### src/rtl/serial_tx_pkg.sv
package serial_tx_pkg;

  // Strobes from the sequencing control to the shift datapath
  typedef struct packed {
    logic load;       // capture character and configuration
    logic clrTick;    // restart the bit-time tick counter
    logic shift;      // advance to the next data bit
    logic stopPhase;  // apply the stop-period tick limit
    logic lineLow;    // drive the line low (start bit or break)
    logic lineData;   // drive the current data bit
    logic linePar;    // drive the latched parity bit
  } txStrobe_t;

  typedef enum logic [2:0] {
    ST_IDLE,
    ST_START,
    ST_DATA,
    ST_PAR,
    ST_STOP,
    ST_BRK,
    ST_RECOV
  } txState_t;

endpackage

### src/rtl/serial_tx_datapath.sv
module serial_tx_datapath
  import serial_tx_pkg::*;
#(
  parameter int DATA_W = 8,
  parameter int OVS    = 16,
  parameter int LEN_W  = 2,
  parameter int STOP_W = 2
) (
  input  logic              clk,
  input  logic              rstN,
  input  logic              tickEn,
  input  logic [DATA_W-1:0] inData,
  input  logic [LEN_W-1:0]  cfgLen,
  input  logic              cfgParEn,
  input  logic              cfgParOdd,
  input  logic [STOP_W-1:0] cfgStop,
  input  txStrobe_t         strobe,
  output logic              bitDone,
  output logic              lastBit,
  output logic              parEnLatched,
  output logic              txLine
);

  localparam int HALF    = OVS / 2;
  localparam int TICK_W  = $clog2(2 * OVS);
  localparam int CNT_W   = $clog2(DATA_W + 1);
  localparam int MIN_LEN = DATA_W - (1 << LEN_W) + 1;

  logic [DATA_W-1:0] shReg;
  logic [CNT_W-1:0]  bitsLeft;
  logic [TICK_W-1:0] tickCnt;
  logic [TICK_W-1:0] lastTick;
  logic [STOP_W-1:0] stopL;
  logic              parBitL;
  logic              parEnL;

  logic [CNT_W-1:0]  lenBits;
  logic [DATA_W-1:0] charMask;
  logic              parNext;

  assign lenBits = CNT_W'(MIN_LEN) + CNT_W'(cfgLen);

  for (genvar i = 0; i < DATA_W; i++) begin : g_mask
    assign charMask[i] = (CNT_W'(i) < lenBits);
  end

  assign parNext = (^(inData & charMask)) ^ cfgParOdd;

  // Tick limit for the current bit slot; only the stop slot may differ
  always_comb begin
    lastTick = TICK_W'(OVS - 1);
    if (strobe.stopPhase) begin
      case (stopL)
        STOP_W'(0): lastTick = TICK_W'(OVS - 1);
        STOP_W'(1): lastTick = TICK_W'(OVS + HALF - 1);
        default:    lastTick = TICK_W'(2 * OVS - 1);
      endcase
    end
  end

  assign bitDone = tickEn && (tickCnt == lastTick);
  assign lastBit = (bitsLeft == CNT_W'(1));
  assign parEnLatched = parEnL;

  always_ff @(posedge clk or negedge rstN) begin
    if (!rstN) begin
      tickCnt <= '0;
    end else if (strobe.clrTick) begin
      tickCnt <= '0;
    end else if (tickEn) begin
      tickCnt <= tickCnt + TICK_W'(1);
    end
  end

  always_ff @(posedge clk or negedge rstN) begin
    if (!rstN) begin
      shReg    <= '0;
      bitsLeft <= '0;
      parBitL  <= 1'b0;
      parEnL   <= 1'b0;
      stopL    <= '0;
    end else if (strobe.load) begin
      shReg    <= inData & charMask;
      bitsLeft <= lenBits;
      parBitL  <= parNext;
      parEnL   <= cfgParEn;
      stopL    <= cfgStop;
    end else if (strobe.shift) begin
      shReg    <= shReg >> 1;
      bitsLeft <= bitsLeft - CNT_W'(1);
    end
  end

  always_comb begin
    if (strobe.lineLow)       txLine = 1'b0;
    else if (strobe.lineData) txLine = shReg[0];
    else if (strobe.linePar)  txLine = parBitL;
    else                      txLine = 1'b1;
  end

endmodule

### src/rtl/serial_tx_ctrl.sv
module serial_tx_ctrl
  import serial_tx_pkg::*;
(
  input  logic       clk,
  input  logic       rstN,
  input  logic       inValid,
  input  logic       breakReq,
  input  logic       bitDone,
  input  logic       lastBit,
  input  logic       parEnLatched,
  output txStrobe_t  strobe,
  output logic       inReady,
  output logic       busy
);

  txState_t state, nxt;

  always_ff @(posedge clk or negedge rstN) begin
    if (!rstN) state <= ST_IDLE;
    else       state <= nxt;
  end

  always_comb begin
    strobe = '0;
    nxt    = state;
    case (state)
      ST_IDLE: begin
        if (breakReq) begin
          nxt = ST_BRK;
          strobe.clrTick = 1'b1;
        end else if (inValid) begin
          nxt = ST_START;
          strobe.load    = 1'b1;
          strobe.clrTick = 1'b1;
        end
      end
      ST_START: begin
        strobe.lineLow = 1'b1;
        if (bitDone) begin
          nxt = ST_DATA;
          strobe.clrTick = 1'b1;
        end
      end
      ST_DATA: begin
        strobe.lineData = 1'b1;
        if (bitDone) begin
          strobe.clrTick = 1'b1;
          if (lastBit) nxt = parEnLatched ? ST_PAR : ST_STOP;
          else         strobe.shift = 1'b1;
        end
      end
      ST_PAR: begin
        strobe.linePar = 1'b1;
        if (bitDone) begin
          nxt = ST_STOP;
          strobe.clrTick = 1'b1;
        end
      end
      ST_STOP: begin
        strobe.stopPhase = 1'b1;
        if (bitDone) begin
          nxt = ST_IDLE;
          strobe.clrTick = 1'b1;
        end
      end
      ST_BRK: begin
        strobe.lineLow = 1'b1;
        if (!breakReq) begin
          nxt = ST_RECOV;
          strobe.clrTick = 1'b1;
        end
      end
      ST_RECOV: begin
        if (bitDone) begin
          nxt = ST_IDLE;
          strobe.clrTick = 1'b1;
        end
      end
      default: nxt = ST_IDLE;
    endcase

    // Break overrides any frame or recovery in progress
    if (breakReq && state != ST_IDLE && state != ST_BRK) begin
      nxt            = ST_BRK;
      strobe.clrTick = 1'b1;
      strobe.load    = 1'b0;
      strobe.shift   = 1'b0;
    end
  end

  assign inReady = (state == ST_IDLE) && !breakReq;
  assign busy    = (state != ST_IDLE);

endmodule

### src/rtl/serial_tx_frame.sv
module serial_tx_frame
  import serial_tx_pkg::*;
#(
  parameter int DATA_W = 8,
  parameter int OVS    = 16,
  parameter int LEN_W  = 2,
  parameter int STOP_W = 2
) (
  input  logic              clk,
  input  logic              rstN,
  input  logic              tickEn,
  input  logic [DATA_W-1:0] inData,
  input  logic [LEN_W-1:0]  cfgLen,
  input  logic              cfgParEn,
  input  logic              cfgParOdd,
  input  logic [STOP_W-1:0] cfgStop,
  input  logic              inValid,
  output logic              inReady,
  input  logic              breakReq,
  output logic              txLine,
  output logic              busy
);

  txStrobe_t strobe;
  logic      bitDone;
  logic      lastBit;
  logic      parEnLatched;

  serial_tx_ctrl u_ctrl (
    .clk          (clk),
    .rstN         (rstN),
    .inValid      (inValid),
    .breakReq     (breakReq),
    .bitDone      (bitDone),
    .lastBit      (lastBit),
    .parEnLatched (parEnLatched),
    .strobe       (strobe),
    .inReady      (inReady),
    .busy         (busy)
  );

  serial_tx_datapath #(
    .DATA_W (DATA_W),
    .OVS    (OVS),
    .LEN_W  (LEN_W),
    .STOP_W (STOP_W)
  ) u_dp (
    .clk          (clk),
    .rstN         (rstN),
    .tickEn       (tickEn),
    .inData       (inData),
    .cfgLen       (cfgLen),
    .cfgParEn     (cfgParEn),
    .cfgParOdd    (cfgParOdd),
    .cfgStop      (cfgStop),
    .strobe       (strobe),
    .bitDone      (bitDone),
    .lastBit      (lastBit),
    .parEnLatched (parEnLatched),
    .txLine       (txLine)
  );

endmodule

### config.mk
export PLATFORM = sky130hd
export DESIGN_NAME = serial_tx_frame
export DESIGN_NICKNAME = d
export VERILOG_FILES = /design/src/rtl/serial_tx_pkg.sv /design/src/rtl/serial_tx_datapath.sv /design/src/rtl/serial_tx_ctrl.sv /design/src/rtl/serial_tx_frame.sv
export SDC_FILE = /design/constraint.sdc
export NUM_CORES = 1
export LEC_CHECK = 0
export BUFFER_PORTS_ARGS = -buffer_cell sky130_fd_sc_hd__clkbuf_2
export CAP_MARGIN = 20
export CORE_MARGIN = 5
export CORE_UTILIZATION = 30
export DETAILED_ROUTE_END_ITERATION = 8
export PLACE_DENSITY_LB_ADDON = 0.2
export SKIP_CTS_REPAIR_TIMING = 1
export SYNTH_ARGS = -nofsm -noshare
export SYNTH_HDL_FRONTEND = slang
export SYNTH_HIERARCHICAL = 1
export SYNTH_SLANG_ARGS = --single-unit
### constraint.sdc
create_clock -name clk -period 2.81 [get_ports clk]
set_clock_uncertainty 0.15 [all_clocks]
set_input_delay 0.843 -clock clk [delete_from_list [all_inputs] [get_ports clk]]
set_output_delay 0.843 -clock clk [all_outputs]
set_load 0.005 [all_outputs]
Yosys cells after proc, flatten, opt, wreduce, memory -nomap -nowiden
Cells that the tools add are included.
- flip-flop bits (word level): 24
- bits of input ports: 19
- output and inout bits: 3
- logic and storage cells: 89
- $add $sub $neg: 3
- $lt $le $gt $ge: 8
- equality and inequality tests: 17
- mux-type cells: 37
- bitwise logic cells: 2
- reductions and logical operators: 15
- operators by type and width (cell ; count):
    two-way mux 3 bit ; 11
    one-hot mux 3 bit (6 select lines) ; 1
    less-than comparator 3 x 4 -> 1 bit (first input constant) ; 4
    two-way mux 8 bit ; 2
    two-way mux 5 bit ; 3
    inequality test 3 x 2 -> 1 bit (second input constant) ; 5
    two-way mux 1 bit ; 14
    one-hot mux 5 bit (2 select lines) ; 1
    == test 3 bit (second input constant) ; 3
    bitwise AND 8 bit ; 1
    less-than comparator 1 x 4 -> 1 bit (first input constant) ; 2
    less-than comparator 2 x 4 -> 1 bit (first input constant) ; 2
    two-way mux 4 bit ; 2
    parity 8 bit ; 1
    AND reduction 7 bit ; 1
    == test 3 x 2 -> 1 bit (second input constant) ; 2
    adder 5 x 1 -> 5 bit (second input constant) ; 1
    == test 5 bit ; 1
    adder 3 x 2 -> 4 bit (first input constant) ; 1
    == test 4 x 1 -> 1 bit (second input constant) ; 1
    logical AND 1 bit ; 4
    two-way mux 2 bit ; 2
    inequality test 4 x 3 -> 1 bit (second input constant) ; 1
    one-hot mux 1 bit (4 select lines) ; 1
    other kinds (13) ; 15

Logic depth before layout (Yosys ltp)
- word-level depth: 10
- depth in mapped cells: 12

Modules after synthesis
The synthesis kept the hierarchy.
- modules (own cells, without submodules) (module ; instances ; cells an instance ; area an instance (um^2) ; seq. area each (um^2)):
    serial_tx_datapath ; 1 ; 117 ; 1158.6 ; 525.5
    serial_tx_ctrl ; 1 ; 43 ; 364.1 ; 75.1

Least setup slack after synthesis
No wires, ideal clock.
- kind: register to register
- start: register u_ctrl.state[0]
- end: register u_ctrl.state[1]
- setup time: 0.125 ns
- arrival: 2.301 ns
- required time: 2.535 ns
- path slack: 0.234 ns
- cell stages (with the launch flop): 11
- buffers on the path: 1
- cells stage by stage: dfrtp_1 > buf_1 > nor3b_1 > nand4b_1 > a21oi_1 > a21oi_1 > nor2_1 > nor2_1 > mux2_2 > a211oi_2 > mux2_4
- RTL lines (item ; RTL line ; source):
    from (decl) ; serial_tx_ctrl.sv:16 ; txState_t state, nxt;
    from (signal assigned) ; serial_tx_ctrl.sv:20 ; else state <= nxt;

==> metrics.md <==
| Metric | Value |
|---|---|
| Status | complete, no violations |
| GRT Total Usage | 10.93% |
| Fin util | 35.59% |
| Critical path data required time | 1820 ps |
| Met1 usage in global routing | 13.73% |
| Crit Path Category | reg2out |
| Most frequent cells in the layout | dfrtp_1, clkbuf_2, nor2_1 |
| # rows | 26 |
| Worst Hold Class | reg2reg |
| Final worst-path cycle share | 93.49% |
| Yosys reg bits | 24 |
| Crit path arrival time | 1630 ps |
| Sink Count | 24 |
| Mapped cell area | 1523 µm² |
| Worst Reg-to-Reg Cells | 9 |
| Syn Area/Cell | 9.517 µm² |
| P_leak | 0.7633 nW |
| Via count of the first global-routing pass | 1245 |
| Root buffer cell | clkbuf_8 |
| # Max-Cap Violations | 0 |
| Total Wirelength | 3.153 mm |
| Drt pass-1 iters | 4 |
| DP HPWL | 2.403 mm |
| Clock-pin slew on the worst setup and hold paths | 90 ps |
| Fmax | 380.7 MHz |
| CTS H-tree lvls | 1 |
| Syn nets | 185 |
| Unrepaired setup endpoints after global routing | no |
| First-pass GRT wire length | 5.671 mm |
| WL per Instance | 12.51 µm |
| Post-route ant nets | 0 |
| Clock Tree Buf Depth | 2 |
| Power Density | 794.3 nW/µm² |
| Fill count | 539 |
| Yosys cell types | 37 |
| Total gr overflow | 0 |
| Effective utilization at floorplan | 30.39% |
| Die height | 81.25 µm |
| I/O pins | 22 |
| Worst-Margin Slew | 629.2 ps |
| DR vias | 1185 |
| Final Max Slew Viols | 0 |
| Count of input and output buffers | 21 |
| Routability cong. | 0.8055 |
| N_diodes | 0 |
| Sequential fraction of the synthesis area | 39.44% |
| Rel. slew slack | 58.06% |
| Ys Warns | 6 |
| Nets@finish | 208 |
| GR Util met2 | 18.88% |
| Largest net degree at the start of global routing | 25 |
| Crit path capture type | primary output |
| Initial antenna violation count | 0 |
| # setup viols final | 0 |
| Hold Fails Final Rpt | 0 |
| Worst skew pair latency | 270 ps |
| GR peak layer | met2 |
| Via-per-instance ratio | 4.702 |
| Die area | 6601 µm² |
| Die W | 81.25 µm |
| Post-route DRC | 0 |
| Shortest period the worst path allows | 2627 ps |
| DRT iter0 DRCs | 44 |
| Area of the multi-input gates | 855.8 µm² |
| Synthesized instance count | 160 |
| TritonCTS clock tree | done |
| Setup crit start kind | flip-flop |
| Synth-to-Final Area Change | 17.09% |
| Commonest non-fill, non-tap cell in the layout | dfrtp_1 |
| Share of cells above drive strength 1 | 26.37% |
| Hold path depth | 1 |
| Max VDD drop | 274.8 µV |
| TritonCTS Buffers | 3 |
| Reg area | 600.6 µm² |
| Max FO, Critical Path | 9 |
| GR Util met3 | 2.882% |
| Setup TNS | 0 ps |
| Core area | 5010 µm² |
==> critical path, stage by stage, from the launching register on <==
cell	delay (ps)
dfrtp_1	380
buf_4	170
or2b_4	310
nor2_2	130
a21oi_1	70
a21oi_2	130
nor2_1	60
clkbuf_2	130
==> report_power, final <==
part	internal, W	switching, W
Sequential	0.000484	0.0000913
Combinational	0.000294	0.000308
Clock	0.000125	0.000114
Total	0.000903	0.000514
==> flip-flops by register name, summed over array words and instances (netlist names) <==
| name | cells |
|---|---|
| u_ctrl/state | 3 |
| u_dp/bitsLeft | 4 |
| u_dp/parBitL | 1 |
| u_dp/parEnLatched | 1 |
| u_dp/shReg | 8 |
| u_dp/stopL | 2 |
| u_dp/tickCnt | 5 |
==> layout make-up <==
class	count	share of cell area [%]
sequential	24	33.68
inverter	9	1.895
timing repair buffer	27	8.421
multi-input combinational	118	48.00
tap	70	4.912
clock buffer	4	3.088
==> path summary, 6_finish.rpt <==
check,start,slack [ps],to
worst max register to register,u_ctrl/state[1],280,u_ctrl/state[1]
worst min register to register,u_dp/parEnLatched,370,u_dp/parEnLatched
min in group asynchronous,rstN,430,u_dp/shReg[7]
worst max-delay path,u_ctrl/state[1],180,txLine
max in group asynchronous,rstN,1680,u_dp/shReg[3]
worst min-delay path,u_dp/parEnLatched,370,u_dp/parEnLatched
==> layer usage <==
metal	part of all wire [%]	vias to the layer above
li1	-	595
met1	48	559
met2	48	29
met3	4.0	2
met4	0.60	0
met5	0	-
==> stage by stage <==
step / instance area (µm²) / std cells / hold slack [ps] / setup WS (ps) / total power [W]
after global routing: 1783 / 252 / 407.9 / 46.10 / 0.001553
after detailed placement: 1713 / 248 / 355.7 / 161.5 / 0.001177
final: 1783 / 252 / 369.9 / 182.9 / 0.001416
after floorplan: 1523 / 160 / 330.7 / 233.8 / 0.001021
after global placement: 1713 / 248 / 346.1 / 228.2 / 0.001152
after CTS: 1768 / 252 / 376.7 / 118.6 / 0.001423
==> Yosys cell counts <==
cell,n,share of area (%)
o21a_1,1,0.49
ha_1,6,4.9
nand4_1,2,0.82
o41ai_1,1,0.58
mux2_4,1,0.99
nor4b_1,1,0.58
nor3b_1,2,0.99
buf_2,2,0.66
xnor2_1,9,5.2
nor2b_1,3,1.2
nand2_1,10,2.5
o21ai_0,13,4.3
mux2i_1,8,5.3
clkbuf_1,4,0.99
or3_2,1,0.49
nand3_1,4,1.3
buf_4,1,0.49
a221oi_1,1,0.58
nand2b_1,3,1.2
inv_1,9,2.2
buf_1,1,0.25
nand4b_1,1,0.58
buf_6,1,0.74
nor2_1,15,3.7
nor4_4,1,1.4
or2b_1,1,0.49
mux2_2,6,4.4
a21oi_1,12,3.9
a21o_2,1,0.58
a211oi_2,2,1.6
o311ai_0,1,0.58
xor2_1,6,3.5
or3_4,1,0.74
and2_1,2,0.82
a211oi_1,2,0.99
o21bai_1,1,0.49
dfrtp_1,24,39
==> cells by family after synthesis <==
family | share of synthesized area (%)
flops | 39.44
buf+inv | 5.340
xor+xnor | 8.628
compound gates | 14.13
mux | 10.68
simple gates | 16.84
fa+ha+maj | 4.930
Power figures use the tool's default switching activity.
